`config.mk`:
```
export PLATFORM = sky130hd
export DESIGN_NAME = kcs_bank
export DESIGN_NICKNAME = d
export VERILOG_FILES = /design/src/rtl/kcs_bank_pkg.sv /design/src/rtl/kcs_bank_ctrl.sv /design/src/rtl/kcs_bank_datapath.sv /design/src/rtl/kcs_bank.sv
export SDC_FILE = /design/constraint.sdc
export NUM_CORES = 1
export LEC_CHECK = 0
export ABC_AREA = 1
export CORE_UTILIZATION = 40
export DETAILED_ROUTE_END_ITERATION = 8
export GPL_ROUTABILITY_DRIVEN = 1
export HOLD_SLACK_MARGIN = 0.02
export PLACE_DENSITY = 0.57
export REMOVE_ABC_BUFFERS = 1
export SLEW_MARGIN = 20
export SYNTH_ARGS = -nofsm -noshare
export SYNTH_HDL_FRONTEND = slang
export SYNTH_SLANG_ARGS = --single-unit
```
`constraint.sdc`:
```
create_clock -name clk -period 3.77 [get_ports clk]
set_input_delay 0.377 -clock clk [delete_from_list [all_inputs] [get_ports clk]]
set_output_delay 0.377 -clock clk [all_outputs]
set_load 0.03 [all_outputs]
```
`src/rtl/kcs_bank_pkg.sv`:
```
package kcs_bank_pkg;

  // Register index inside one channel; the order is fixed by the address map.
  typedef enum logic [3:0] {
    RS_STATUS  = 4'd0,
    RS_OUT     = 4'd1,
    RS_IN      = 4'd2,
    RS_OUT_SCI = 4'd3,
    RS_OUT_SMI = 4'd4,
    RS_IN_SCI  = 4'd5,
    RS_CTRL    = 4'd6,
    RS_HIC     = 4'd7,
    RS_HIE     = 4'd8
  } regSel_t;

  // Per-channel strobes from decode to the storage.
  typedef struct packed {
    logic coreRdIn;
    logic coreWrOut;
    logic coreWrStat;
    logic coreWrCtl;
    logic coreWrHic;
    logic coreWrHie;
    logic hostWr;
    logic hostRd;
  } chanStrobe_t;

  localparam logic [7:0] STAT_SW_MASK = 8'hF4;
  localparam logic [7:0] CTRL_RST     = 8'hC0;
  localparam logic [7:0] HIC_RST      = 8'h41;
  localparam logic [7:0] HIE_RST      = 8'h00;

endpackage

```
`src/rtl/kcs_bank_ctrl.sv`:
```
module kcs_bank_ctrl
  import kcs_bank_pkg::*;
#(
  parameter int ADDR_W     = 8,
  parameter int NUM_CHANS  = 3,
  parameter int BASE0      = 12,
  parameter int REG_STRIDE = 2,
  parameter int REGS_PER   = 9,
  parameter int CW         = 2
) (
  input  logic                          busValid,
  input  logic                          busWrite,
  input  logic [ADDR_W-1:0]             busAddr,
  input  logic [CW-1:0]                 hostChan,
  input  logic                          hostWrite,
  input  logic                          hostRead,
  output chanStrobe_t [NUM_CHANS-1:0]   strobes,
  output logic                          rdHit,
  output logic [CW-1:0]                 rdChan,
  output regSel_t                       rdReg
);

  localparam int CHAN_SPAN = REG_STRIDE * REGS_PER;
  localparam logic [ADDR_W-1:0] BASE_A  = ADDR_W'(BASE0);
  localparam logic [ADDR_W-1:0] LIMIT_A = ADDR_W'(BASE0 + NUM_CHANS * CHAN_SPAN);
  localparam logic [ADDR_W-1:0] SPAN_A  = ADDR_W'(CHAN_SPAN);
  localparam logic [ADDR_W-1:0] STEP_A  = ADDR_W'(REG_STRIDE);

  logic [ADDR_W-1:0] offset;
  logic [ADDR_W-1:0] chanRaw;
  logic [ADDR_W-1:0] inChan;
  logic [ADDR_W-1:0] regRaw;
  logic              addrOk;
  regSel_t           regSel;

  assign offset  = busAddr - BASE_A;
  assign chanRaw = offset / SPAN_A;
  assign inChan  = offset % SPAN_A;
  assign regRaw  = inChan / STEP_A;
  assign addrOk  = (busAddr >= BASE_A) && (busAddr < LIMIT_A) && ((inChan % STEP_A) == '0);
  assign regSel  = regSel_t'(regRaw[3:0]);

  assign rdHit  = busValid && !busWrite && addrOk;
  assign rdChan = CW'(chanRaw);
  assign rdReg  = regSel;

  always_comb begin
    for (int k = 0; k < NUM_CHANS; k++) begin
      strobes[k] = '0;
      if (busValid && addrOk && (chanRaw == ADDR_W'(k))) begin
        if (busWrite) begin
          case (regSel)
            RS_STATUS:                      strobes[k].coreWrStat = 1'b1;
            RS_OUT, RS_OUT_SCI, RS_OUT_SMI: strobes[k].coreWrOut  = 1'b1;
            RS_CTRL:                        strobes[k].coreWrCtl  = 1'b1;
            RS_HIC:                         strobes[k].coreWrHic  = 1'b1;
            RS_HIE:                         strobes[k].coreWrHie  = 1'b1;
            default: ;
          endcase
        end else begin
          case (regSel)
            RS_IN, RS_IN_SCI: strobes[k].coreRdIn = 1'b1;
            default: ;
          endcase
        end
      end
      strobes[k].hostWr = hostWrite && (hostChan == CW'(k));
      strobes[k].hostRd = hostRead  && (hostChan == CW'(k));
    end
  end

endmodule

```
`src/rtl/kcs_bank_datapath.sv`:
```
module kcs_bank_datapath
  import kcs_bank_pkg::*;
#(
  parameter int NUM_CHANS = 3,
  parameter int CW        = 2
) (
  input  logic                        clk,
  input  logic                        rstN,
  input  chanStrobe_t [NUM_CHANS-1:0] strobes,
  input  logic                        rdHit,
  input  logic [CW-1:0]               rdChan,
  input  regSel_t                     rdReg,
  input  logic [7:0]                  busWdata,
  input  logic [7:0]                  hostWdata,
  input  logic                        hostIsCmd,
  input  logic [CW-1:0]               hostChan,
  output logic [7:0]                  busRdata,
  output logic [7:0]                  hostRdata,
  output logic [NUM_CHANS-1:0]        ibfFlags,
  output logic [NUM_CHANS-1:0]        obfFlags,
  output logic [NUM_CHANS-1:0]        cmdFlags,
  output logic [NUM_CHANS-1:0]        irqFlags
);

  logic [NUM_CHANS-1:0][7:0] statusAll;
  logic [NUM_CHANS-1:0][7:0] dinAll;
  logic [NUM_CHANS-1:0][7:0] doutAll;
  logic [NUM_CHANS-1:0][7:0] ctlAll;
  logic [NUM_CHANS-1:0][7:0] hicAll;
  logic [NUM_CHANS-1:0][7:0] hieAll;

  for (genvar k = 0; k < NUM_CHANS; k++) begin : gChan
    chanStrobe_t s;
    logic [7:0] swBits, din, dout, ctl, hic, hie;
    logic ibf, obf, cmd, irqState, irqNext;
    logic inRaise, inLower, outRaise, outLower;

    assign s = strobes[k];

    // Input side: host fill beats local drain; output side: local load beats host drain.
    assign inRaise  = s.hostWr & ctl[0];
    assign inLower  = s.coreRdIn & ctl[0] & ~s.hostWr;
    assign outRaise = s.hostRd & ctl[1] & ~s.coreWrOut;
    assign outLower = s.coreWrOut & ctl[1];
    assign irqNext  = (inRaise | outRaise) ? 1'b1 :
                      (inLower | outLower) ? 1'b0 : irqState;

    always_ff @(posedge clk or negedge rstN) begin
      if (!rstN) begin
        swBits   <= '0;
        din      <= '0;
        dout     <= '0;
        ctl      <= CTRL_RST;
        hic      <= HIC_RST;
        hie      <= HIE_RST;
        ibf      <= 1'b0;
        obf      <= 1'b0;
        cmd      <= 1'b0;
        irqState <= 1'b0;
      end else begin
        if (s.coreWrStat) swBits <= busWdata & STAT_SW_MASK;
        if (s.coreWrCtl)  ctl <= busWdata;
        if (s.coreWrHic)  hic <= busWdata;
        if (s.coreWrHie)  hie <= busWdata;
        if (s.hostWr) begin
          din <= hostWdata;
          ibf <= 1'b1;
          cmd <= hostIsCmd;
        end else if (s.coreRdIn) begin
          ibf <= 1'b0;
        end
        if (s.coreWrOut) begin
          dout <= busWdata;
          obf  <= 1'b1;
        end else if (s.hostRd) begin
          obf <= 1'b0;
        end
        irqState <= irqNext;
      end
    end

    assign statusAll[k] = {swBits[7:4], cmd, swBits[2], ibf, obf};
    assign dinAll[k]    = din;
    assign doutAll[k]   = dout;
    assign ctlAll[k]    = ctl;
    assign hicAll[k]    = hic;
    assign hieAll[k]    = hie;
    assign ibfFlags[k]  = ibf;
    assign obfFlags[k]  = obf;
    assign cmdFlags[k]  = cmd;
    assign irqFlags[k]  = irqState;
  end

  always_comb begin
    busRdata = '0;
    if (rdHit && (int'(rdChan) < NUM_CHANS)) begin
      case (rdReg)
        RS_STATUS:        busRdata = statusAll[rdChan];
        RS_IN, RS_IN_SCI: busRdata = dinAll[rdChan];
        RS_CTRL:          busRdata = ctlAll[rdChan];
        RS_HIC:           busRdata = hicAll[rdChan];
        RS_HIE:           busRdata = hieAll[rdChan];
        default:          busRdata = '0;
      endcase
    end
  end

  assign hostRdata = (int'(hostChan) < NUM_CHANS) ? doutAll[hostChan] : '0;

endmodule

```
`src/rtl/kcs_bank.sv`:
```
module kcs_bank
  import kcs_bank_pkg::*;
#(
  parameter int ADDR_W     = 8,
  parameter int NUM_CHANS  = 3,
  parameter int BASE0      = 12,
  parameter int REG_STRIDE = 2,
  parameter int REGS_PER   = 9
) (
  input  logic                 clk,
  input  logic                 rstN,
  input  logic                 busValid,
  input  logic                 busWrite,
  input  logic [ADDR_W-1:0]    busAddr,
  input  logic [7:0]           busWdata,
  output logic [7:0]           busRdata,
  input  logic [1:0]           hostChan,
  input  logic                 hostWrite,
  input  logic                 hostIsCmd,
  input  logic [7:0]           hostWdata,
  input  logic                 hostRead,
  output logic [7:0]           hostRdata,
  output logic [NUM_CHANS-1:0] ibfFlags,
  output logic [NUM_CHANS-1:0] obfFlags,
  output logic [NUM_CHANS-1:0] cmdFlags,
  output logic                 irq
);

  localparam int CW = 2;

  chanStrobe_t [NUM_CHANS-1:0] strobes;
  logic                        rdHit;
  logic [CW-1:0]               rdChan;
  regSel_t                     rdReg;
  logic [NUM_CHANS-1:0]        irqFlags;

  kcs_bank_ctrl #(
    .ADDR_W(ADDR_W), .NUM_CHANS(NUM_CHANS), .BASE0(BASE0),
    .REG_STRIDE(REG_STRIDE), .REGS_PER(REGS_PER), .CW(CW)
  ) u_ctrl (
    .busValid(busValid), .busWrite(busWrite), .busAddr(busAddr),
    .hostChan(hostChan), .hostWrite(hostWrite), .hostRead(hostRead),
    .strobes(strobes), .rdHit(rdHit), .rdChan(rdChan), .rdReg(rdReg)
  );

  kcs_bank_datapath #(.NUM_CHANS(NUM_CHANS), .CW(CW)) u_dp (
    .clk(clk), .rstN(rstN), .strobes(strobes),
    .rdHit(rdHit), .rdChan(rdChan), .rdReg(rdReg),
    .busWdata(busWdata), .hostWdata(hostWdata), .hostIsCmd(hostIsCmd),
    .hostChan(hostChan), .busRdata(busRdata), .hostRdata(hostRdata),
    .ibfFlags(ibfFlags), .obfFlags(obfFlags), .cmdFlags(cmdFlags),
    .irqFlags(irqFlags)
  );

  assign irq = |irqFlags;

endmodule

```
==> results.json <==
{
  "finClkSkew_ns": 0.00144,
  "fmax_ghz": 0.250,
  "start_util_pct": 41.0,
  "clock_sinks": 147,
  "postSynthAreaPerCell_um2": 7.92,
  "synth_edf_count": 0,
  "hold_violations": 8,
  "worst_slew_margin_rel_pct": 44.2,
  "crit_path_end_kind": "output pin",
  "ys_top_cells_by_count": "nand2_1 (359), dfrtp_1 (135), nand3_1 (94), o21ai_1 (82), inv_1 (55)",
  "cp_max_fo": 8,
  "yosysWarnings": 0,
  "final_core_util_pct": 56.4,
  "period_minus_slack_ns": 3.99,
  "grt_start_max_net_pins": 91,
  "synth_top_area_share_pct": 42.2,
  "cts_root_buf": "clkbuf_16",
  "postSynthCellCount": 1010,
  "pre_cts_ws_ns": -0.653,
  "drt_first_pass_iters": 5,
  "ir_drop_mv": 0.303,
  "drc": 0,
  "syn-cell-area_um2": 8000,
  "start_kind": "input pin",
  "die_h_um": 143,
  "status": "finished with violations",
  "ant_nets": 0,
  "async_flop_share_pct": 100,
  "violations": "hold timing, setup timing",
  "finalCritPeriodShare_pct": 106,
  "via_per_inst": 5.11,
  "setup_viol": 8,
  "r2r_end": "u_dp.gChan[0].irqState",
  "num_rows": 51,
  "fin_nets": 1203,
  "final.setup.worst_slack_ns": -0.223,
  "drt-wirelength-per-cell_um": 16.3,
  "numPortBuffers": 58,
  "r2r_slack_ns": 2.85,
  "holdWs_ns": -0.0203,
  "grt_remaining_overflow": 0,
  "htree_levels": 4,
  "critical_path_buf_inv_count": 13,
  "dieArea_um2": 20600,
  "power_density_nw_per_um2": 471,
  "p_leak_nw": 5.09,
  "reg2regPathDepth": 5,
  "grt_pass1_vias": 7115,
  "ys.flop_type": "dfrtp_1",
  "worst-setup-path-type": "in2out",
  "r2r-start": "u_dp.gChan[0].ctl[0]",
  "grt_antenna_before_repair": 0,
  "synth_top_area_cell": "dfrtp_1",
  "min_path_type": "in2async",
  "rsz0062_at_grt": "true",
  "totalWireLength_um": 23500,
  "synthDistinctLibCells": 38,
  "maxCapViolCount": 0,
  "cpLargestDelayFamily": "simple AND/OR/NAND/NOR gates",
  "post-dp-hpwl_um": 15200,
  "tns_ns": -1.63,
  "grt_pass1_wl_um": 38000,
  "first_iter_violations": 441,
  "clockBufferDepth": 2,
  "dr_total_vias": 7373,
  "place_congestion": 0.856,
  "cts_tree": "done",
  "crit_required_ns": 3.39,
  "grt_use_total_pct": 24.2,
  "cp_slowest_stage_delay_ns": 0.19,
  "area_growth_pct": 37.7,
  "fp.coreArea_um2": 19500,
  "insertedDiodeCount": 0,
  "io_pins": 59,
  "worst_pin_slew_ns": 0.838,
  "die_x_um": 143,
  "synth.area.top_cells": "dfrtp_1 (42%), nand2_1 (17%), nand3_1 (5.9%)",
  "synth_most_common_cell": "nand2_1",
  "slew_viol_final": 0,
  "numCtsBuffers": 17,
  "crit_slowest_cell": "nand4_1",
  "clk_pin_slew_ns": 0.07,
  "ys_seq_elements": 147,
  "worstSkewPairLatency_ns": 0.42,
  "ys_seq_area_share_pct": 46.2,
  "drive_gt1_share_pct": 30.8,
  "critical_path_arrival_ns": 3.62
}
[cell families (layout without fill, tap and decap cells)]
logic type	after synthesis	after routing	share of synthesized area, %
AOI/OAI and AO/OA	166	166	11.7
xor gates and xnor gates	2	2	0.219
adders and majority gates	6	6	0.939
buffers and inverters	123	289	7.49
DFF	147	147	46.2
and+or+nand+nor	566	567	33.5
[worst register-to-register path: cells and delay by family, from the launching register on]
kind                   cells  cell delay, ns
buffers and inverters      1            0.07
flip-flops                 1            0.38
AND/OR/NAND/NOR            4            0.37
[flip-flops by register name, summed over array words and instances, names as in the netlist]
signal and flops:
u_dp.gChan.ctl 24, u_dp.gChan.din 24, u_dp.gChan.dout 24, u_dp.gChan.hic 24, u_dp.gChan.hie 24, u_dp.gChan.swBits 15, u_dp.gChan.cmd 3, u_dp.gChan.ibf 3
u_dp.gChan.irqState 3, u_dp.gChan.obf 3
[repair_timing]
item,CTS,global route
pin swaps,51,38
gates cloned,2,0
resized for setup,157,34
setup endpoints to repair,8,8
hold buffers,0,0
buffers inserted,39,3
[cell usage in the layout, fill, tap and decap left out, drive strengths merged, types with 4 or more instances in the layout]
cell type,n
buf,147
nand2,375
a21oi,14
clkbuf,18
nand4,32
ha,6
clkinv,4
o21ai,147
nor2,39
dfrtp,135
inv,71
nand3,115
dfstp,12
clkdlybuf4s50,43
[layout make-up]
| type | instances | area [um2] |
|---|---|---|
| Clock buffer | 17 | 425 |
| Clock inverter | 15 | 210 |
| Fill cell | 1827 | 8510 |
| Inverter | 65 | 255 |
| Multi-Input combinational cell | 741 | 4230 |
| Sequential cell | 147 | 3690 |
| Tap cell | 265 | 332 |
| Timing Repair Buffer | 192 | 1870 |
[power breakdown]
part | internal [W] | switching [W]
logic | 0.000709 | 0.000954
registers | 0.00164 | 0.0000356
clock network | 0.00108 | 0.000775
total | 0.00343 | 0.00176
[worst max path at each step]
stage          startpoint     endpoint  slack (ns)  depth (start not counted)
6_report       busAddr[3]  busRdata[2]       -0.22                         35
3_5_place_dp   busAddr[3]  busRdata[1]       -0.65                         27
3_3_place_gp   busAddr[3]  busRdata[1]       -0.61                         28
2_1_floorplan  busAddr[2]  busRdata[7]       -0.67                         24
4_1_cts        busAddr[2]  busRdata[1]       -0.12                         32
5_1_grt        busAddr[3]  busRdata[2]       -0.49                         28
[metal layers]
| layer | vias up | track usage [%] | part of all wire, % |
|---|---|---|---|
| met2 | 169 | 38.8 | 47 |
| met5 | - | 0 | 0 |
| met1 | 3532 | 33.1 | 46 |
| met3 | 38 | 4.23 | 4.5 |
| li1 | 3634 | - | - |
| met4 | 0 | 7.84 | 2.3 |
[stage by stage]
stage	std cells	total power, W	cell area [um2]	hold slack [ns]
2_1_floorplan	952	0.00231	7640	0.0814
3_3_place_gp	1367	0.00293	9390	0.460
3_5_place_dp	1367	0.00293	9390	0.464
4_1_cts	1439	0.00514	10900	0.0376
5_1_grt	1442	0.00541	11000	0.0538
6_report	1442	0.00519	11000	-0.0203
No activity file was read; power rests on OpenSTA's default activity.
